[src/rtl/irq_stat_pkg.sv]
package irq_stat_pkg;

   // register map (byte offsets decoded by software)
   localparam int unsigned OFS_MSTAT    = 32'h2C;
   localparam int unsigned OFS_MASK     = 32'h30;
   localparam int unsigned OFS_RAW      = 32'h34;
   localparam int unsigned OFS_CLR_ALL  = 32'h40;
   localparam int unsigned OFS_CLR_BASE = 32'h44;
   localparam int unsigned OFS_STEP     = 4;
   localparam int unsigned OFS_CAUSE    = 32'h80;

   // interrupt bit positions
   localparam int unsigned B_RX_UNDER = 0;
   localparam int unsigned B_RX_OVER  = 1;
   localparam int unsigned B_RX_FULL  = 2;
   localparam int unsigned B_TX_OVER  = 3;
   localparam int unsigned B_TX_EMPTY = 4;
   localparam int unsigned B_RD_REQ   = 5;
   localparam int unsigned B_TX_ABORT = 6;
   localparam int unsigned B_RX_DONE  = 7;
   localparam int unsigned B_ACTIVITY = 8;
   localparam int unsigned B_STOP     = 9;
   localparam int unsigned B_START    = 10;
   localparam int unsigned B_GCALL    = 11;

   typedef struct packed {
      logic mstat;
      logic mask;
      logic raw;
      logic clr_all;
      logic cause;
   } rd_sel_t;

   // position of a sticky bit among the sticky bits below it
   function automatic int unsigned sticky_rank(input logic [63:0] lvl, input int unsigned b);
      int unsigned r;
      r = 0;
      for (int unsigned i = 0; i < b; i++)
         if (!lvl[i]) r++;
      return r;
   endfunction

   function automatic int unsigned clr_addr_of(input logic [63:0] lvl, input int unsigned b);
      return OFS_CLR_BASE + OFS_STEP * sticky_rank(lvl, b);
   endfunction

endpackage

[src/rtl/irq_bit_cell.sv]
module irq_bit_cell #(
   parameter bit IS_LEVEL = 1'b0
) (
   input  logic clk,
   input  logic rst_n,
   input  logic set_i,
   input  logic lvl_i,
   input  logic clr_i,
   output logic q_o
);

   generate
      if (IS_LEVEL) begin : g_level
         logic unused_level;
         assign unused_level = set_i ^ clr_i;
         always_ff @(posedge clk) begin
            if (!rst_n) q_o <= 1'b0;
            else        q_o <= lvl_i;
         end
      end else begin : g_sticky
         logic unused_sticky;
         assign unused_sticky = lvl_i;
         // a set in the clearing cycle keeps the bit
         always_ff @(posedge clk) begin
            if (!rst_n)     q_o <= 1'b0;
            else if (set_i) q_o <= 1'b1;
            else if (clr_i) q_o <= 1'b0;
         end
      end
   endgenerate

endmodule

[src/rtl/irq_cause_reg.sv]
module irq_cause_reg #(
   parameter int unsigned N_CAUSE = 13
) (
   input  logic               clk,
   input  logic               rst_n,
   input  logic [N_CAUSE-1:0] set_i,
   input  logic               wipe_i,
   output logic [N_CAUSE-1:0] q_o
);

   always_ff @(posedge clk) begin
      if (!rst_n) q_o <= '0;
      else        q_o <= (wipe_i ? '0 : q_o) | set_i;
   end

endmodule

[src/rtl/irq_addr_dec.sv]
module irq_addr_dec
   import irq_stat_pkg::*;
#(
   parameter int unsigned       ADDR_W     = 8,
   parameter int unsigned       N_INT      = 12,
   parameter logic [N_INT-1:0]  LEVEL_MASK = 12'h014,
   parameter int unsigned       ABORT_BIT  = 6
) (
   input  logic              rd_en,
   input  logic              wr_en,
   input  logic [ADDR_W-1:0] addr,
   output rd_sel_t           sel,
   output logic [N_INT-1:0]  bit_hit,
   output logic [N_INT-1:0]  clr_vec,
   output logic              mask_we,
   output logic              cause_wipe
);

   localparam logic [N_INT-1:0] STICKY = ~LEVEL_MASK;

   function automatic logic at(input logic [ADDR_W-1:0] a, input int unsigned ofs);
      return a == ADDR_W'(ofs);
   endfunction

   assign sel.mstat   = rd_en && at(addr, OFS_MSTAT);
   assign sel.mask    = rd_en && at(addr, OFS_MASK);
   assign sel.raw     = rd_en && at(addr, OFS_RAW);
   assign sel.clr_all = rd_en && at(addr, OFS_CLR_ALL);
   assign sel.cause   = rd_en && at(addr, OFS_CAUSE);
   assign mask_we     = wr_en && at(addr, OFS_MASK);

   genvar b;
   generate
      for (b = 0; b < N_INT; b++) begin : g_hit
         if (LEVEL_MASK[b]) begin : g_none
            assign bit_hit[b] = 1'b0;
         end else begin : g_clr
            localparam int unsigned CA = clr_addr_of(64'(LEVEL_MASK), b);
            assign bit_hit[b] = rd_en && at(addr, CA);
         end
      end
   endgenerate

   assign clr_vec    = bit_hit | ({N_INT{sel.clr_all}} & STICKY);
   assign cause_wipe = bit_hit[ABORT_BIT];

endmodule

[src/rtl/irq_read_mux.sv]
module irq_read_mux
   import irq_stat_pkg::*;
#(
   parameter int unsigned      DATA_W     = 32,
   parameter int unsigned      N_INT      = 12,
   parameter int unsigned      N_CAUSE    = 13,
   parameter logic [N_INT-1:0] LEVEL_MASK = 12'h014
) (
   input  logic               clk,
   input  logic               rst_n,
   input  rd_sel_t            sel,
   input  logic [N_INT-1:0]   bit_hit,
   input  logic [N_INT-1:0]   raw,
   input  logic [N_INT-1:0]   mask,
   input  logic [N_CAUSE-1:0] cause,
   output logic [DATA_W-1:0]  rd_data
);

   localparam logic [N_INT-1:0] STICKY = ~LEVEL_MASK;

   logic [DATA_W-1:0] nxt;

   // address selects are disjoint, so the terms simply OR together
   always_comb begin
      nxt = '0;
      if (sel.mstat)   nxt = nxt | DATA_W'(raw & mask);
      if (sel.mask)    nxt = nxt | DATA_W'(mask);
      if (sel.raw)     nxt = nxt | DATA_W'(raw);
      if (sel.cause)   nxt = nxt | DATA_W'(cause);
      if (sel.clr_all) nxt[0] = nxt[0] | (|(raw & STICKY));
      if (|bit_hit)    nxt[0] = nxt[0] | (|(raw & bit_hit));
   end

   always_ff @(posedge clk) begin
      if (!rst_n) rd_data <= '0;
      else        rd_data <= nxt;
   end

endmodule

[src/rtl/irq_status_unit.sv]
module irq_status_unit
   import irq_stat_pkg::*;
#(
   parameter int unsigned      ADDR_W     = 8,
   parameter int unsigned      DATA_W     = 32,
   parameter int unsigned      N_INT      = 12,
   parameter int unsigned      N_CAUSE    = 13,
   parameter logic [N_INT-1:0] LEVEL_MASK = 12'h014,
   parameter int unsigned      ABORT_BIT  = 6
) (
   input  logic               clk,
   input  logic               rst_n,
   input  logic               rd_en,
   input  logic               wr_en,
   input  logic [ADDR_W-1:0]  addr,
   input  logic [DATA_W-1:0]  wdata,
   output logic [DATA_W-1:0]  rd_data,
   input  logic [N_INT-1:0]   evt_pulse,
   input  logic [N_INT-1:0]   lvl_in,
   input  logic [N_CAUSE-1:0] cause_pulse,
   output logic               irq
);

   localparam int unsigned N_STICKY  = N_INT - $countones(LEVEL_MASK);
   localparam int unsigned CLR_LIMIT = OFS_CLR_BASE + OFS_STEP * N_STICKY;

   // elaboration-time parameter checks
   generate
      if (N_INT > DATA_W || N_CAUSE > DATA_W) begin : g_err_width
         $error("interrupt or cause vector wider than the data bus");
      end
      if (ABORT_BIT >= N_INT) begin : g_err_abort_range
         $error("abort bit index out of range");
      end
      if (((LEVEL_MASK >> ABORT_BIT) & 1'b1) != 0) begin : g_err_abort_level
         $error("abort bit must be a sticky bit");
      end
      if (CLR_LIMIT > OFS_CAUSE) begin : g_err_overlap
         $error("per-bit clear block runs into the cause register");
      end
      if ((64'd1 << ADDR_W) <= 64'(OFS_CAUSE)) begin : g_err_addr
         $error("address width too small for the register map");
      end
      if (DATA_W > N_INT) begin : g_wdata_hi
         logic unused_wdata_hi;
         assign unused_wdata_hi = ^wdata[DATA_W-1:N_INT];
      end
   endgenerate

   rd_sel_t            sel;
   logic [N_INT-1:0]   bit_hit;
   logic [N_INT-1:0]   clr_vec;
   logic               mask_we;
   logic               cause_wipe;
   logic [N_INT-1:0]   raw_q;
   logic [N_INT-1:0]   mask_q;
   logic [N_CAUSE-1:0] cause_q;

   irq_addr_dec #(
      .ADDR_W    (ADDR_W),
      .N_INT     (N_INT),
      .LEVEL_MASK(LEVEL_MASK),
      .ABORT_BIT (ABORT_BIT)
   ) u_dec (
      .rd_en     (rd_en),
      .wr_en     (wr_en),
      .addr      (addr),
      .sel       (sel),
      .bit_hit   (bit_hit),
      .clr_vec   (clr_vec),
      .mask_we   (mask_we),
      .cause_wipe(cause_wipe)
   );

   genvar b;
   generate
      for (b = 0; b < N_INT; b++) begin : g_bit
         irq_bit_cell #(
            .IS_LEVEL(LEVEL_MASK[b])
         ) u_cell (
            .clk  (clk),
            .rst_n(rst_n),
            .set_i(evt_pulse[b]),
            .lvl_i(lvl_in[b]),
            .clr_i(clr_vec[b]),
            .q_o  (raw_q[b])
         );
      end
   endgenerate

   irq_cause_reg #(
      .N_CAUSE(N_CAUSE)
   ) u_cause (
      .clk   (clk),
      .rst_n (rst_n),
      .set_i (cause_pulse),
      .wipe_i(cause_wipe),
      .q_o   (cause_q)
   );

   always_ff @(posedge clk) begin
      if (!rst_n)       mask_q <= '0;
      else if (mask_we) mask_q <= wdata[N_INT-1:0];
   end

   always_ff @(posedge clk) begin
      if (!rst_n) irq <= 1'b0;
      else        irq <= |(raw_q & mask_q);
   end

   irq_read_mux #(
      .DATA_W    (DATA_W),
      .N_INT     (N_INT),
      .N_CAUSE   (N_CAUSE),
      .LEVEL_MASK(LEVEL_MASK)
   ) u_rd (
      .clk    (clk),
      .rst_n  (rst_n),
      .sel    (sel),
      .bit_hit(bit_hit),
      .raw    (raw_q),
      .mask   (mask_q),
      .cause  (cause_q),
      .rd_data(rd_data)
   );

endmodule

[config.mk]
export PLATFORM = sky130hd
export DESIGN_NAME = irq_status_unit
export DESIGN_NICKNAME = d
export VERILOG_FILES = /design/src/rtl/irq_stat_pkg.sv /design/src/rtl/irq_bit_cell.sv /design/src/rtl/irq_cause_reg.sv /design/src/rtl/irq_addr_dec.sv /design/src/rtl/irq_read_mux.sv /design/src/rtl/irq_status_unit.sv
export SDC_FILE = /design/constraint.sdc
export NUM_CORES = 1
export LEC_CHECK = 0
export CAP_MARGIN = 20
export CELL_PAD_IN_SITES_DETAIL_PLACEMENT = 2
export CELL_PAD_IN_SITES_GLOBAL_PLACEMENT = 2
export CORE_MARGIN = 1
export CORE_UTILIZATION = 20
export DETAILED_ROUTE_END_ITERATION = 16
export GPL_TIMING_DRIVEN = 0
export PLACE_DENSITY = 0.8
export SLEW_MARGIN = 20
export SYNTH_ARGS = -nofsm -noshare
export SYNTH_HDL_FRONTEND = slang
export SYNTH_SLANG_ARGS = --single-unit
[constraint.sdc]
create_clock -name clk -period 1.55 [get_ports clk]
set_input_delay 0.2325 -clock clk [delete_from_list [all_inputs] [get_ports clk]]
set_output_delay 0.2325 -clock clk [all_outputs]
set_load 0.01 [all_outputs]
==> reports/summary.txt, run 1 <==
result of the run - finished clean
cell area power density - 833 nW/um^2
synthesized cell area - 2370 um^2
critical path startpoint category - primary input
DR WL met3 - 368 um
measured slew at the worst slew-check pin - 536 ps
final WL - 8.72 mm
antenna diode count - 0
leakage power - 1.57 nW
latest clock arrival within the worst-skew pair - 290 ps
via count - 2319
Routability Congestion - 0.867
library cell used as clock root buffer - clkbuf_16
ys async rst share - 0
post-detailed-placement half-perimeter wirelength - 6.36 mm
Setup-failing EPs final - 0
flops & latches, synth - 51
fraction of final layout cells sized beyond drive strength 1 - 0.208
final antenna-violating net count - 0
clk sinks - 51
leftover overflow at the end of global routing - 0
final design utilization - 0.307
part of the Yosys area used for sequential elements - 0.431
worst max-slew margin expressed relative to the limit - 0.642
count of yosys warnings during synthesis - 0
number of enable flip-flop cells after synthesis - 0
number of core rows - 39
port bufs - 59
highest fanout seen on the critical path - 7
area of the core - 11500 um^2
cell type with the highest aggregate area in the netlist - dfxtp_1
number of placed I/O pins - 114
worst hold start - addr[3]
global routing usage summed across all routing layers - 0.141
Horiz. Die Dim - 111 um
ranking of synthesized cells by area - dfxtp_1 (43%), nor2_1 (7.6%), buf_4 (7.0%)
Area Overhead vs Synth - 48.8%
number of distinct library cells after synthesis - 43
TritonCTS buffer count - 5
count of H-tree levels built during CTS - 2
wire length on met1 - 3.65 mm
Final Critical Period - 1500 ps
highest signal layer in the routed design - met4
Synth Instances - 267
launch point of the critical path - addr[1]
synthesized area per cell - 8.87 um^2
number of vias per cell - 4.61
pin count of the biggest net entering global routing - 17
Max Cap Viol - 0
Max rail drop VDD - 0.000384 V
Post-synth top flop - dfxtp_1
critical path capture point type - register
number of remaining DRC errors - 0
r2r startpoint - g_bit[6].u_cell.q_o
Clock Skew - 3.69 ps
final instance area - 3520 um^2
total length of routed met2 wires - 4.51 mm
global-route wire length before repair - 13.5 mm
pins over their slew limit - 0
antenna violations before repair - 0
Die Outline Area - 12300 um^2
initial DRC count - 92
Data arrival, critical path - 1720 ps
DP Area - 3200 um^2
initial core utilization - 0.206
vertical die dimension - 111 um
share of the synthesized area in the top cell type - 0.431
data required time at the worst endpoint - 1770 ps
worst hold path type - in2reg
post-CTS clock slew at the launch and capture registers of the worst setup and hold paths - 70 ps
startpoint-to-endpoint class of the critical path - in2reg
total number of nets in the final design - 440
vias in the first global route - 2478
DR pass1 iterations - 4
CTS tree - yes
CTS max path bufs - 2
part of the cycle the worst path needs - 0.967
final number of hold-violating endpoints - 0
Max Clk Rate - 667 MHz
post-detailed-route wirelength per cell - 17.3 um
Post-CTS Hold Fix Bufs - 0
critical path: stages:
cell and delay, ps:
dlygate4sd2_1 300, or2_4 310, nor4_4 340, buf_4 220
a21o_1 110, nand2_1 50, a21oi_1 150
area by class of cell:
class                      instances  area, um^2
inverter                           4        15.0
clock buffer                       6         139
timing repair buffer              68         636
clock inverter                     2        13.8
fill                            1306        7940
sequential                        51        1020
tap                              143         179
multi-input combinational        195        1260
buffer                            34         254
per-layer routing:
metal,vias to the layer above,GRT usage
met5,-,0
met2,64,0.256
met3,14,0.0235
met1,1149,0.165
li1,1092,-
met4,0,0.0524
final timing paths:
kind              slack (ps)  depth (start not counted)                  end
setup / recovery          50                          7      u_rd.rd_data[2]
hold / removal           340                          4  g_bit[7].u_cell.q_o
setup reg to reg         100                          4      u_rd.rd_data[0]
hold reg to reg          490                          2      u_cause.q_o[12]
metrics by stage:
stage               power (W)  setup slack, ps  instances  hold slack [ps]  TNS (ps)
finish                0.00294             50.6        503              336         0
global route          0.00304            -14.9        503              358     -19.7
CTS                   0.00295             11.5        502              337         0
detailed placement    0.00178             -880        487              479    -30360
global placement      0.00177             -814        487              462    -27440
floorplan             0.00159             11.4        285              350         0
what timing repair did:
action                     4_1_cts  5_1_grt
setup endpoints to repair       46       39
pin swaps                        7        6
buffers inserted                 7        1
gates resized for setup         30       18
gates cloned                     0        1
sequential cells by signal, summed over array words and instances (netlist names):
signal	flops
mask_q	12
irq	1
u_cause.q_o	13
g_bit.u_cell.q_o	12
u_rd.rd_data	13
power by group:
group | leakage [nW] | total [W] | internal [W] | switching, W
clock | 0.0772 | 0.00116 | 0.000647 | 0.000511
sequential | 0.419 | 0.00141 | 0.00136 | 0.0000559
combinational | 1.07 | 0.000365 | 0.000199 | 0.000166
cells in the final DEF, fill, tap and decap left out, types with 2 or more instances in the layout:
master           instances
conb_1                  19
nand2_1                 12
a22oi_1                 11
mux2i_1                 13
dfxtp_2                  2
nand2_2                  2
nor2_1                  48
nand3b_1                 2
nor3b_2                  2
buf_6                    4
and2_1                   2
clkbuf_2                 7
clkbuf_16                5
a22o_1                   3
dlygate4sd2_1            2
a221oi_1                 3
buf_2                    2
a21oi_2                  3
o21ai_0                  4
nor4_4                   2
a21oi_1                 26
a31oi_1                  7
clkdlybuf4s50_1         53
buf_4                   33
a21o_1                  11
nand3_1                  2
inv_1                    4
and4b_1                  2
dfxtp_1                 49
cells in the mapped netlist (2+ instances only):
library cell and instances:
dfxtp_1 51, a21o_1 11, a22oi_1 11, and4b_1 2, nor3b_1 3, buf_2 6
nand3_1 2, a21oi_1 29, nand3b_1 2, buf_6 2, and2_1 2, nor2_1 48
mux2i_1 13, buf_4 22, o21ai_0 4, inv_1 4, nor3_1 2, a221oi_1 3
a22o_1 3, nand2_1 14, clkbuf_1 5, a31oi_1 7
cells by family (layout without fill, tap and decap cells):
kind of cell           after synthesis  after routing  share of synthesized area
and+or+nand+nor                     88             88                      0.193
AOI/OAI and AO/OA                   73             73                      0.198
DFF                                 51             51                      0.431
buffers and inverters               39            114                      0.106
muxes                               15             15                     0.0692
other                                1             19                    0.00158
No activity file was read; power rests on OpenSTA's default activity.
==> inputs of run 2 (changes only) <==
- CORE_MARGIN: 1 -> 2
==> run 2 against run 1 <==
Via count is 1.9% lower. Sequential cell count stayed put. Critical endpoint is now u_rd.rd_data[8]. Non-clock buffer count is 1 higher. Setup slack worse by 13 ps. Hold slack worse by 14 ps. Utilization hardly changed. Sequential share of layout area is 0.18 points higher. Wire length is 0.33% lower. Largest power group unchanged.
==> reports/summary.txt, run 2 (synthesis gave the netlist of run 1 again) <==
number of vias per cell - 4.51
Max Clk Rate - 661 MHz
result of the run - finished clean
Post-CTS Hold Fix Bufs - 0
post-detailed-placement half-perimeter wirelength - 6.39 mm
Area Overhead vs Synth - 48.6%
Max Cap Viol - 0
pins over their slew limit - 0
r2r startpoint - g_bit[7].u_cell.q_o
worst hold path type - in2reg
leakage power - 1.56 nW
worst setup slack after layout - 37.8 ps
post-detailed-route wirelength per cell - 17.2 um
Max rail drop VDD - 0.000441 V
startpoint-to-endpoint class of the critical path - in2reg
post-CTS clock slew at the launch and capture registers of the worst setup and hold paths - 70 ps
cell area power density - 827 nW/um^2
Routability Congestion - 0.867
fraction of final layout cells sized beyond drive strength 1 - 0.205
filler-free cell count of the finished design - 504
final WL - 8.69 mm
CTS max path bufs - 2
antenna violations before repair - 0
Die Outline Area - 12700 um^2
Data arrival, critical path - 1730 ps
worst reg2reg setup slack - 70 ps
Setup-failing EPs final - 0
latest clock arrival within the worst-skew pair - 290 ps
count of H-tree levels built during CTS - 2
Clock Skew - 2.39 ps
highest-count cells in the layout ignoring fill and taps - clkdlybuf4s50_1 (53), nor2_1 (48), dfxtp_1 (47)
cell with the largest stage delay on the worst path - nand4bb_1
area of the core - 11500 um^2
TritonCTS buffer count - 5
most common cell after layout, fill and taps aside - clkdlybuf4s50_1
critical path startpoint category - primary input
data required time at the worst endpoint - 1770 ps
global-route wire length before repair - 13.6 mm
Placement Setup Slack - -811 ps
final antenna-violating net count - 0
worst hold start - addr[3]
Crit Reg-Reg Endpoint - u_rd.rd_data[0]
Hold Path End - g_bit[7].u_cell.q_o
placed cells - 487
category of cells accounting for the largest share of critical-path delay - simple AND/OR/NAND/NOR gates
largest registers in the final layout - u_cause.q_o: 13 flops, u_rd.rd_data: 13 flops
number of remaining DRC errors - 0
initial DRC count - 86
library cell used as clock root buffer - clkbuf_16
Crit path largest cell delay - 360 ps
clk sinks - 51
cell breakdown of the critical path - clkdlybuf4s15_1 -> nand4bb_1 -> nor4_4 -> buf_4 -> a21o_1 -> a21oi_2 -> nor2_1
Horiz. Die Dim - 113 um
part of the cycle the worst path needs - 0.976
initial core utilization - 0.206
global routing usage summed across all routing layers - 0.136
leftover overflow at the end of global routing - 0
FILL cells - 1296
hold path cells - 4
final number of hold-violating endpoints - 0
antenna diode count - 0
highest fanout seen on the critical path - 6
Final Critical Period - 1510 ps
total number of nets in the final design - 441
length in cells of the worst reg-to-reg path - 4
number of placed I/O pins - 114
CTS tree - yes
number of core rows - 39
port bufs - 59
DR pass1 iterations - 4
critical path capture point type - register
vertical die dimension - 113 um
Buf+Inv Stages, Crit Path - 2
via count - 2275
vias in the first global route - 2496
pin count of the biggest net entering global routing - 17
-- run 2: cell types whose count changed in the layout (fill, tap and decap cells not counted), sizes merged --
cell	before	now
clkdlybuf4s15	0	2
dlygate4sd2	2	1
-- run 2: timing repair --
| action | CTS | global route |
|---|---|---|
| gates resized for setup | 27 | 21 |
| gates cloned | 0 | 1 |
| setup endpoints to repair | 45 | 34 |
| setup buffers | 7 | 2 |
| pin swaps | 8 | 4 |
-- run 2: layout make-up --
class	count	area (um^2)	share of cell area
plain buffers	34	254	0.0722
clock buffers	6	139	0.0395
clock inverters	2	13.8	0.00391
inverters	4	15.0	0.00427
multi-input cells	195	1240	0.352
flip-flops and latches	51	1030	0.292
well taps	143	179	0.0509
repair buffers	69	649	0.185
-- run 2: worst min-delay path: stages --
cell	delay, ps
buf_6	130
nand3_1	70
a31oi_1	80
nor2_1	70
-- run 2: power by group --
group	internal, W	switching [W]
logic	0.000199	0.000164
clock network	0.000646	0.000486
registers	0.00136	0.0000563
-- run 2: stage by stage --
stage | TNS (ps) | area (um^2) | total power (W) | util | hold slack (ps)
2_1_floorplan | 0 | 2430 | 0.00159 | - | 350
3_5_place_dp | -29580 | 3200 | 0.00178 | 0.279 | 472
3_3_place_gp | -27510 | 3200 | 0.00177 | 0.279 | 461
5_1_grt | -58.6 | 3520 | 0.00303 | 0.307 | 343
4_1_cts | 0 | 3480 | 0.00292 | 0.303 | 327
6_report | 0 | 3520 | 0.00291 | 0.307 | 322
-- run 2: worst max-delay path by stage --
stage            start              end  slack (ps)  cells past startpoint
6_report       addr[6]  u_rd.rd_data[8]          40                      7
5_1_grt        addr[7]   u_cause.q_o[5]         -40                      8
4_1_cts          rst_n  u_rd.rd_data[8]           5                      5
3_5_place_dp     rd_en   u_cause.q_o[1]        -810                      7
3_3_place_gp     rd_en  u_cause.q_o[12]        -780                      7
2_1_floorplan  addr[4]  u_rd.rd_data[5]          10                      7
-- run 2: routing by layer --
metal  GRT usage  share of wire  up-vias
met5           0              0        -
li1            -              -     1094
met4      0.0488          0.025        0
met3      0.0204          0.036       11
met1       0.163           0.43     1119
met2       0.246           0.51       51
